`src/rtl/ivc_pkg.sv`:
```
package ivc_pkg;

  typedef enum logic [1:0] {
    FT_BODY = 2'b00,
    FT_HEAD = 2'b01,
    FT_TAIL = 2'b10,
    FT_SOLO = 2'b11
  } flit_kind_e;

  function automatic logic kind_is_head(input logic [1:0] kind);
    return kind[0];
  endfunction

  function automatic logic kind_is_tail(input logic [1:0] kind);
    return kind[1];
  endfunction

endpackage

```
`src/rtl/ivc_vc_state.sv`:
```
module ivc_vc_state #(
  parameter int PW = 3,
  parameter int OW = 2
) (
  input  logic          clk,
  input  logic          rst_n,
  input  logic          set_en,
  input  logic [PW-1:0] set_port,
  input  logic [OW-1:0] set_ovc,
  input  logic          clr_en,
  output logic          lock_q,
  output logic [PW-1:0] port_q,
  output logic [OW-1:0] ovc_q
);

  logic          upd_en;
  logic          lock_d;
  logic [PW-1:0] port_d;
  logic [OW-1:0] ovc_d;

  // Clearing wins: a single-flit packet takes and drops the lock together.
  always_comb begin
    upd_en = set_en | clr_en;
    lock_d = lock_q;
    port_d = port_q;
    ovc_d  = ovc_q;
    if (clr_en) begin
      lock_d = 1'b0;
      port_d = '0;
      ovc_d  = '0;
    end else if (set_en) begin
      lock_d = 1'b1;
      port_d = set_port;
      ovc_d  = set_ovc;
    end
  end

  always_ff @(posedge clk or negedge rst_n) begin
    if (!rst_n) begin
      lock_q <= 1'b0;
      port_q <= '0;
      ovc_q  <= '0;
    end else if (upd_en) begin
      lock_q <= lock_d;
      port_q <= port_d;
      ovc_q  <= ovc_d;
    end
  end

endmodule

```
`src/rtl/ivc_vc_req.sv`:
```
module ivc_vc_req
  import ivc_pkg::*;
#(
  parameter int PW = 3,
  parameter int OW = 2
) (
  input  logic          flit_vld,
  input  logic [1:0]    flit_type,
  input  logic [PW-1:0] flit_route,
  input  logic          lock_q,
  input  logic [PW-1:0] port_q,
  input  logic [OW-1:0] ovc_q,
  input  logic          va_gnt,
  input  logic [OW-1:0] va_gnt_ovc,
  input  logic          sa_gnt,
  output logic          va_req,
  output logic [PW-1:0] va_port,
  output logic          sa_req,
  output logic [PW-1:0] sa_port,
  output logic [OW-1:0] sa_ovc,
  output logic          deq,
  output logic          set_en,
  output logic [PW-1:0] set_port,
  output logic [OW-1:0] set_ovc,
  output logic          clr_en
);

  logic is_hd;
  logic is_tl;
  logic va_win;

  always_comb begin
    is_hd    = kind_is_head(flit_type);
    is_tl    = kind_is_tail(flit_type);
    va_req   = flit_vld & is_hd & ~lock_q;
    va_port  = flit_route;
    va_win   = va_req & va_gnt;
    // A fresh grant is bypassed straight into the switch request.
    sa_req   = flit_vld & (lock_q | va_win);
    sa_port  = lock_q ? port_q : flit_route;
    sa_ovc   = lock_q ? ovc_q  : va_gnt_ovc;
    deq      = sa_req & sa_gnt;
    set_en   = va_win;
    set_port = flit_route;
    set_ovc  = va_gnt_ovc;
    clr_en   = deq & is_tl;
  end

endmodule

```
`src/rtl/ivc_ctrl.sv`:
```
module ivc_ctrl #(
  parameter int NUM_VC   = 4,
  parameter int NUM_PORT = 5,
  parameter int NUM_OVC  = 4,
  localparam int PW = (NUM_PORT > 1) ? $clog2(NUM_PORT) : 1,
  localparam int OW = (NUM_OVC  > 1) ? $clog2(NUM_OVC)  : 1
) (
  input  logic                 clk,
  input  logic                 rst_n,
  input  logic [NUM_VC-1:0]    flit_vld,
  input  logic [2*NUM_VC-1:0]  flit_type,
  input  logic [PW*NUM_VC-1:0] flit_route,
  input  logic [NUM_VC-1:0]    va_gnt,
  input  logic [OW*NUM_VC-1:0] va_gnt_ovc,
  input  logic [NUM_VC-1:0]    sa_gnt,
  output logic [NUM_VC-1:0]    va_req,
  output logic [PW*NUM_VC-1:0] va_port,
  output logic [NUM_VC-1:0]    sa_req,
  output logic [PW*NUM_VC-1:0] sa_port,
  output logic [OW*NUM_VC-1:0] sa_ovc,
  output logic [NUM_VC-1:0]    deq
);

  for (genvar v = 0; v < NUM_VC; v++) begin : g_vc
    logic          lock_q;
    logic [PW-1:0] port_q;
    logic [OW-1:0] ovc_q;
    logic          set_en;
    logic [PW-1:0] set_port;
    logic [OW-1:0] set_ovc;
    logic          clr_en;

    ivc_vc_req #(.PW(PW), .OW(OW)) req_i (
      .flit_vld   (flit_vld[v]),
      .flit_type  (flit_type[2*v +: 2]),
      .flit_route (flit_route[PW*v +: PW]),
      .lock_q     (lock_q),
      .port_q     (port_q),
      .ovc_q      (ovc_q),
      .va_gnt     (va_gnt[v]),
      .va_gnt_ovc (va_gnt_ovc[OW*v +: OW]),
      .sa_gnt     (sa_gnt[v]),
      .va_req     (va_req[v]),
      .va_port    (va_port[PW*v +: PW]),
      .sa_req     (sa_req[v]),
      .sa_port    (sa_port[PW*v +: PW]),
      .sa_ovc     (sa_ovc[OW*v +: OW]),
      .deq        (deq[v]),
      .set_en     (set_en),
      .set_port   (set_port),
      .set_ovc    (set_ovc),
      .clr_en     (clr_en)
    );

    ivc_vc_state #(.PW(PW), .OW(OW)) st_i (
      .clk      (clk),
      .rst_n    (rst_n),
      .set_en   (set_en),
      .set_port (set_port),
      .set_ovc  (set_ovc),
      .clr_en   (clr_en),
      .lock_q   (lock_q),
      .port_q   (port_q),
      .ovc_q    (ovc_q)
    );
  end

endmodule

```
`config.mk`:
```
export PLATFORM = sky130hd
export DESIGN_NAME = ivc_ctrl
export DESIGN_NICKNAME = d
export VERILOG_FILES = /design/src/rtl/ivc_pkg.sv /design/src/rtl/ivc_vc_state.sv /design/src/rtl/ivc_vc_req.sv /design/src/rtl/ivc_ctrl.sv
export SDC_FILE = /design/constraint.sdc
export NUM_CORES = 1
export LEC_CHECK = 0
export BUFFER_PORTS_ARGS = -buffer_cell sky130_fd_sc_hd__clkbuf_2
export CORE_MARGIN = 2
export CORE_UTILIZATION = 41
export CTS_CLUSTER_SIZE = 20
export DETAILED_ROUTE_END_ITERATION = 8
export GPL_TIMING_DRIVEN = 0
export PLACE_DENSITY = 0.78
export SLEW_MARGIN = 20
export SYNTH_ARGS = -nofsm -noshare
export SYNTH_HDL_FRONTEND = slang
export SYNTH_SLANG_ARGS = --single-unit
```
`constraint.sdc`:
```
create_clock -name clk -period 1.2 [get_ports clk]
set_input_delay 0.18 -clock clk [delete_from_list [all_inputs] [get_ports clk]]
set_output_delay 0.18 -clock clk [all_outputs]
set_load 0.03 [all_outputs]
```
==> results of run 1 <==
sequential cells by signal, indices dropped and copies added (netlist names):
register / cells
g_vc.st_i.port_q: 12
g_vc.st_i.ovc_q: 8
g_vc.st_i.lock_q: 4
cells by family after synthesis:
group,count (synthesis),synth area share
buffers and inverters,36,0.170
flip-flops,24,0.358
multiplexers,40,0.254
AND/OR/NAND/NOR,40,0.176
AO/OA/AOI/OAI,8,0.0418
worst paths after layout:
| path | from | end | slack [ns] | cells past startpoint |
|---|---|---|---|---|
| setup / recovery | g_vc[2].st_i.lock_q | sa_port[7] | -0.31 | 3 |
| hold / removal | va_gnt_ovc[6] | g_vc[3].st_i.ovc_q[0] | 0.17 | 3 |
| setup reg to reg | g_vc[2].st_i.lock_q | g_vc[2].st_i.port_q[0] | -0.04 | 4 |
| hold reg to reg | g_vc[0].st_i.port_q[2] | g_vc[0].st_i.port_q[2] | 0.53 | 2 |
| max in group asynchronous | rst_n | g_vc[0].st_i.lock_q | 0.33 | 2 |
| min in group asynchronous | rst_n | g_vc[0].st_i.ovc_q[1] | 0.45 | 2 |
placed cells by master, fill, tap and decap left out, drive strengths merged:
cell type	instances
mux2i	20
buf	62
dlygate4sd3	1
and2b	4
and4b	4
dfrtp	24
nand4b	4
clkbuf	57
and2	4
nor2	20
a21oi	8
and3	4
inv	4
mux2	20
what timing repair did:
action                                  4_1_cts  5_1_grt
hold buffers                                  1        0
pin swaps                                     4        5
buffers inserted                              6        2
resized for setup                            65       69
hold endpoints to repair                     24        0
endpoints found under the setup margin       32       53
through the flow:
stage          cell area (µm²)  setup WS (ns)  setup TNS, ns  total power [µW]
4_1_cts                   2500         -0.380         -12.20              5480
5_1_grt                   2640         -0.353         -11.42              6350
6_report                  2640         -0.312          -8.70              5990
2_1_floorplan             1700        -0.0300         -0.120              3630
3_3_place_gp              2190         -0.205          -1.14              4220
3_5_place_dp              2190         -0.209          -1.21              4270
metal layers:
layer	global-route usage	up-vias	share of wire	wire length, µm
li1	-	659	-	-
met1	0.187	649	0.40	1500
met2	0.333	40	0.55	2080
met3	0.0214	2	0.045	172
met4	0.0675	0	0.0090	34
met5	0	-	0	0
final cells by class:
class	instances	area [µm²]
timing repair buffer	94	805
fill	314	1330
buffer	22	188
clock buffer	4	55.1
sequential	24	602
tap	50	62.6
multi-input combinational	88	906
inverter	4	20.0
power breakdown:
group	switching, µW	leakage [µW]	internal (µW)	total [µW]
Sequential	238	0.000306	1160	1400
Clock	244	0.0000288	292	537
Combinational	1870	0.00119	2190	4060
Total	2350	0.00152	3640	5990
worst min-delay path, cell delays in order:
cell      delay, ns
clkbuf_2       0.09
mux2i_1        0.06
nor2_1         0.07
==> reports/results.txt, run 1 <==
By area the synthesized netlist is led by dfrtp_1 (36%), mux2_2 (13%), mux2i_1 (12%). For the H-tree depth, the log shows 1. Cell with the largest stage delay on the worst path: dfrtp_1. In this run the worst path has a maximum fanout of 7. The run gives 47 as the DRC violation total after the first TritonRoute iteration. The clock root buffer is clkbuf_8. The run finished, with violations left. The global route total overflow was 0.

The mapped netlist covers 1680 µm². By instance count, the cell type seen most on the critical path is buf_8. 86 I/O pins were placed. The path type of the worst setup path was reg -> out. The post-synthesis to final-layout area growth was 57.3%; the core area was 3970 µm². The run gives 0 as the number of failing hold endpoints at the final stage. Summed over all layers, the routed wires come to 3780 µm. TritonCTS built the clock tree.

After detailed placement, the design holds a cell count of 283. Synthesis handed over a netlist of 148 instances. The worst hold path belongs to the class in -> reg.

The cell family with the largest share of critical-path delay was flip-flops. The commonest cells after synthesis are buf_4 (24), dfrtp_1 (24), mux2_2 (20), mux2i_1 (20), nor2_1 (20). Setup violations remaining at the end of the flow were counted as 37. After detailed routing, the number of vias per cell comes to 4.72. Setup repair after global routing could not meet its margin everywhere. After synthesis, the mean cell area works out to 11.3 µm².

The delay of the slowest cell on the worst path was 0.44 ns. The element type at the critical path end is a primary output. The tools report the global-route usage over all layers as 0.172.

The worst setup path is launched from a register. The fraction of final layout cells sized beyond drive strength 1 was 0.708. Counting along the longest clock path gives a buffer depth of 2.

Across the routed clock network, the largest skew measured is 0.00330 ns. The final instance count without filler cells is 286. After legalization and detailed placement, the total HPWL measured 2650 µm. The run gives -0.312 ns as the final worst setup slack.

For this run, the top clock speed supported by timing is 661 MHz. IR analysis of the VDD net gives a maximum drop of 1210 µV. The floorplan has 23 rows. In this run the tool buffered the top-level ports with 85 buffer cells. The die extent in y came out at 67.9 µm. Among all flip-flop cells after synthesis, the most frequent one is dfrtp_1. Counting every net in the synthesized netlist gives 190.

The run gives 0.605 as the worst slew margin relative to its limit. The minimum period implied by the final worst setup slack works out to 1.51 ns. Library cell with the largest summed area after synthesis: dfrtp_1. The data arrival time at the worst-slack endpoint is 1.33 ns, and the count of antenna-violating nets left after detailed routing is 0. The slew at the pin with the worst max-slew slack is 0.593 ns, and the number of search-and-repair iterations in the first detailed-routing pass is 4. At the later pin of the worst-skew pair, clock insertion delay measures 0.26 ns. Measured along the x axis, the die boundary spans 67.9 µm.

The max-cap check violation count came out at 0. The critical path contains buffers and inverters numbering 2 combined. The final routed DRC violation total was 0; the number of distinct library cell variants in the gate-level netlist after synthesis was 13. 0 antenna diodes ended up in the layout. Number of flops mapped to enable cells by yosys: 0. The checks that failed: negative setup slack. During synthesis, Yosys emitted a total of 0 warnings. Dividing the detail-routed wire length by the instance count gives 13.2 µm. Hold timing on the final database bottoms out at a slack of 0.173 ns.

The first global-routing pass estimated 6060 µm of wire. The total power divided by cell area was 2270 nW/µm². The run gives 1355 as the number of global-route vias before repair. The post-route fraction of the period consumed by the critical path was 1.26; the pin count of the biggest net entering global routing was 25.

Routability-driven placement finished with a final weighted congestion of 0.676. The area share of the leading cell type in the synthesized netlist was 0.358; the utilization of the core after routing was 0.664. The tools report the CTS buffer count as 3.

For this design the static power due to leakage is 0.00152 µW. The die covers 4620 µm². Walking the worst path, the cells encountered are buf_8, mux2_4, buf_8. Required time of the critical path: 1.02 ns. The fraction of registers with async set/reset is 1.00. For this design, the sink count on the clock tree is 24. The portion of the post-synthesis area used by sequential elements came out at 0.358.

In the final design database the tool counted 279 nets. The initial antenna violation count is 0. Synthesized flop and latch total: 24. The logs give 0.422 for the starting utilization of the core area and 0 for the count of pins over their slew limit.

The routed layout has 1350 vias. After clock tree synthesis, the clock-pin slew on the worst setup and hold paths is 0.08 ns.
Note: power is estimated with default switching activity, not from simulation.
==> run 2: changes to the inputs <==
Settings changed: CORE_UTILIZATION 41 to 42, CTS_BUF_LIST set to sky130_fd_sc_hd__clkbuf_2 sky130_fd_sc_hd__clkbuf_4 sky130_fd_sc_hd__clkbuf_8, PLACE_DENSITY 0.78 to 0.8.
==> run 2 against run 1 <==
  * The flow still finishes with violations (negative setup slack)
  * Setup slack worse by 0.014 ns
  * Combinational power up 4%
  * Sequential share of layout area down 0.37 points
==> reports/results.txt, run 2 (synthesis gave the netlist of run 1 again) <==
The count of antenna-violating nets left after detailed routing was 0 (unchanged); the global-route usage over all layers was 0.168 (-0.00421). The minimum period implied by the final worst setup slack came out at 1.53 ns (+0.0142 ns). The number of failing hold endpoints at the final stage was 0 (unchanged); the overall die area was 4510 µm² (-2.2%). The flow ran to the end, but the final reports show violations.

For the final worst setup slack, the log shows -0.327 ns (-0.0142 ns). The die extent in y is 67.2 µm (-1.1%), and the sink count of the clock tree is 24 (unchanged). Starting utilization of the core area: 0.448 (+0.0257).

The run gives 3740 µm² (-5.7%) as the core area. The worst setup path is launched from a register. For the maximum buffer depth of the clock tree, the log shows 2 (unchanged).

The post-synthesis to final-layout area growth is 59.9%. The register share of total power was 0.229 (-0.004); the fraction of power spent switching nets was 0.390 (-0.00189). Path type of the worst setup path: reg -> out. For the detailed-route via count, the log shows 1389 (+2.9%). For the number of search-and-repair iterations in the first detailed-routing pass, the log shows 4 (unchanged). Type of the tightest min-delay check: in -> reg. The run gives 86 (unchanged) as the number of top-level pins. Routed wire length: 3990 µm (+5.4%).

The number of rows in the core area was 22 (-4.3%). Setup repair after global routing could not meet its margin everywhere. The share of total power in the clock network was 0.086 (-0.004); the share of total power in combinational logic was 0.684 (+0.006).

The post-route fraction of the period consumed by the critical path is 1.27 (+0.0119), and the global route total overflow is 0 (unchanged). The checks that failed: negative setup slack. The tools report the switching power summed over all nets as 2410 µW (+2.6%). Die boundary width: 67.2 µm (-1.1%). Register with the most flip-flops: g_vc.st_i.port_q.

The cell family with the largest share of critical-path delay is flip-flops. H-tree depth: 1 (unchanged). The utilization of the core after routing is 0.716 (+0.0521). The library cell used most frequently in the layout, excluding fill and tap cells, is clkbuf_2. The setup clock skew after layout was 0.00412 ns (+0.000819 ns); the final routed wire length divided by cell count was 13.9 µm (+5.1%). The tools report the worst slew margin relative to its limit as 0.613 (+0.00821).

The clock latency of the later-clocked register in the worst-skew pair is 0.26 ns (about the same), and the number of buffers and inverters on the critical path is 1 (-1). The top cell types in the final layout, fill and taps aside, are clkbuf_2 (53), buf_8 (30), dfrtp_1 (23). The tools report the half-perimeter wire length after placement as 2600 µm (-1.9%). The total power divided by cell area was 2300 nW/µm² (+1.4%); the delay of the slowest cell on the worst path was 0.45 ns (about the same). For the pin count of the biggest net entering global routing, the log shows 25 (unchanged). The overall power consumption was 6180 µW (+3.1%). The tools report the timing-limited maximum frequency as 655 MHz (-0.93%). The fraction of final layout cells sized beyond drive strength 1 is 0.711 (+0.00367), and the worst slack at placement is -0.206 ns (+0.00327 ns).

The max-cap check violation count is 0 (unchanged). For the count of pins over their slew limit, the log shows 0 (unchanged). The biggest fanout along the worst timing path is 3 (-4), and the leakage component of the power is 0.00154 µW (+1.1%). The clock transition time at the flip-flop clock pins of the worst setup and hold paths is 0.08 ns (about the same). TritonCTS built the clock tree. The required time of the critical path is 1.02 ns (about the same), and the count of inserted antenna diode cells is 0 (unchanged).

The slowest stage of the critical path belongs to the cell dfrtp_2. The count of input and output buffers works out to 85 (unchanged). The largest registers in the layout are g_vc.st_i.port_q x12, g_vc.st_i.ovc_q x8, g_vc.st_i.lock_q x4. The setup-violating endpoint count in the final report is 39 (+5.4%). DRC violation total after the first TritonRoute iteration: 21 (-55%). The slew at the pin with the worst max-slew slack was 0.581 ns (-0.0123 ns); the final routed DRC violation total was 0 (unchanged).

The number of global-route vias before repair was 1379 (+1.8%). The tools report the CTS buffer count as 3 (unchanged). Traced cell by cell, the critical path runs through a21oi_4, and2b_2, and2_4, buf_8. The root buffer cell chosen for the clock tree is clkbuf_8. The final-layout fill cell count came out at 300 (-4.5%). The detailed-route vias per instance came out at 4.84 (+2.5%). The logs give 5870 µm (-3.1%) for the wire length of the first global-routing pass and 0.703 (+4.1%) for the weighted congestion reported at the end of routability-driven placement.

The number of flip-flops under the largest register name came out at 12 (unchanged). The element type at the critical path end is a primary output. The worst ir drop on vdd is 1200 µV (-0.41%). The internal power is 3770 µW (+3.4%), and the initial antenna violation count is 0 (unchanged).

The tools report the data arrival time at the worst-slack endpoint as 1.35 ns (+0.02 ns). The layout net count was 282 (+1.1%).
run 2: cell count changes in the layout (fill, tap and decap cells not counted):
cell	previous run	this run
buf_4	20	21
buf_6	17	12
buf_8	25	30
clkbuf_8	4	6
mux2_2	2	4
mux2_4	18	16
run 2: power by group through the flow:
stage	registers (µW)	clock network (µW)	logic [µW]
after floorplan	1290	0	2340
after global placement	1310	0	2910
after detailed placement	1330	0	2940
after CTS	1320	551	3760
after global routing	1460	592	4440
final	1420	534	4220
run 2: final timing paths:
path	end	cells after the start	slack [ns]	startpoint
worst min-delay path	g_vc[3].st_i.ovc_q[1]	3	0.19	va_gnt_ovc[7]
worst min register to register	g_vc[2].st_i.port_q[0]	2	0.53	g_vc[2].st_i.port_q[0]
worst max register to register	g_vc[0].st_i.port_q[0]	4	-0.03	g_vc[0].st_i.lock_q
worst max-delay path	deq[1]	4	-0.33	g_vc[1].st_i.lock_q
max in group asynchronous	g_vc[1].st_i.lock_q	2	0.33	rst_n
min in group asynchronous	g_vc[1].st_i.port_q[0]	2	0.46	rst_n
run 2: metrics by stage:
stage               TNS [ns]  std cells  hold slack [ns]  area, µm²
finish                 -9.01        287            0.186       2680
global route          -11.73        287            0.187       2680
CTS                   -11.59        288            0.173       2540
detailed placement     -1.17        281            0.210       2190
global placement       -1.12        281            0.208       2190
floorplan             -0.120        148           -0.116       1700
run 2: what timing repair did:
item | 4_1_cts | 5_1_grt
setup buffers | 7 | 5
endpoints found under the setup margin | 32 | 54
resized for setup | 71 | 60
pin swaps | 4 | 6
hold buffers | 1 | 0
hold endpoints to repair | 24 | 0
run 2: worst register-to-register path: cells and delay by family, from the launching register on:
kind / cells / cell delay [ns]
multiplexers: 1 / 0.23
buffers and inverters: 1 / 0.17
flip-flops: 1 / 0.43
AND/OR/NAND/NOR: 2 / 0.31
run 2: per-layer routing:
layer	up-vias	track usage	wire, µm
li1	667	-	-
met1	672	0.197	1560
met2	46	0.314	2230
met3	4	0.0133	158
met4	0	0.0638	45
met5	-	0	0
run 2: cell type report:
class | count | area [µm²] | area share
multi-input cells | 88 | 898 | 0.335
repair buffers | 98 | 862 | 0.322
flip-flops and latches | 24 | 602 | 0.224
plain buffers | 21 | 184 | 0.0686
well taps | 48 | 60.1 | 0.0224
clock buffers | 4 | 55.1 | 0.0205
inverters | 4 | 20.0 | 0.00747
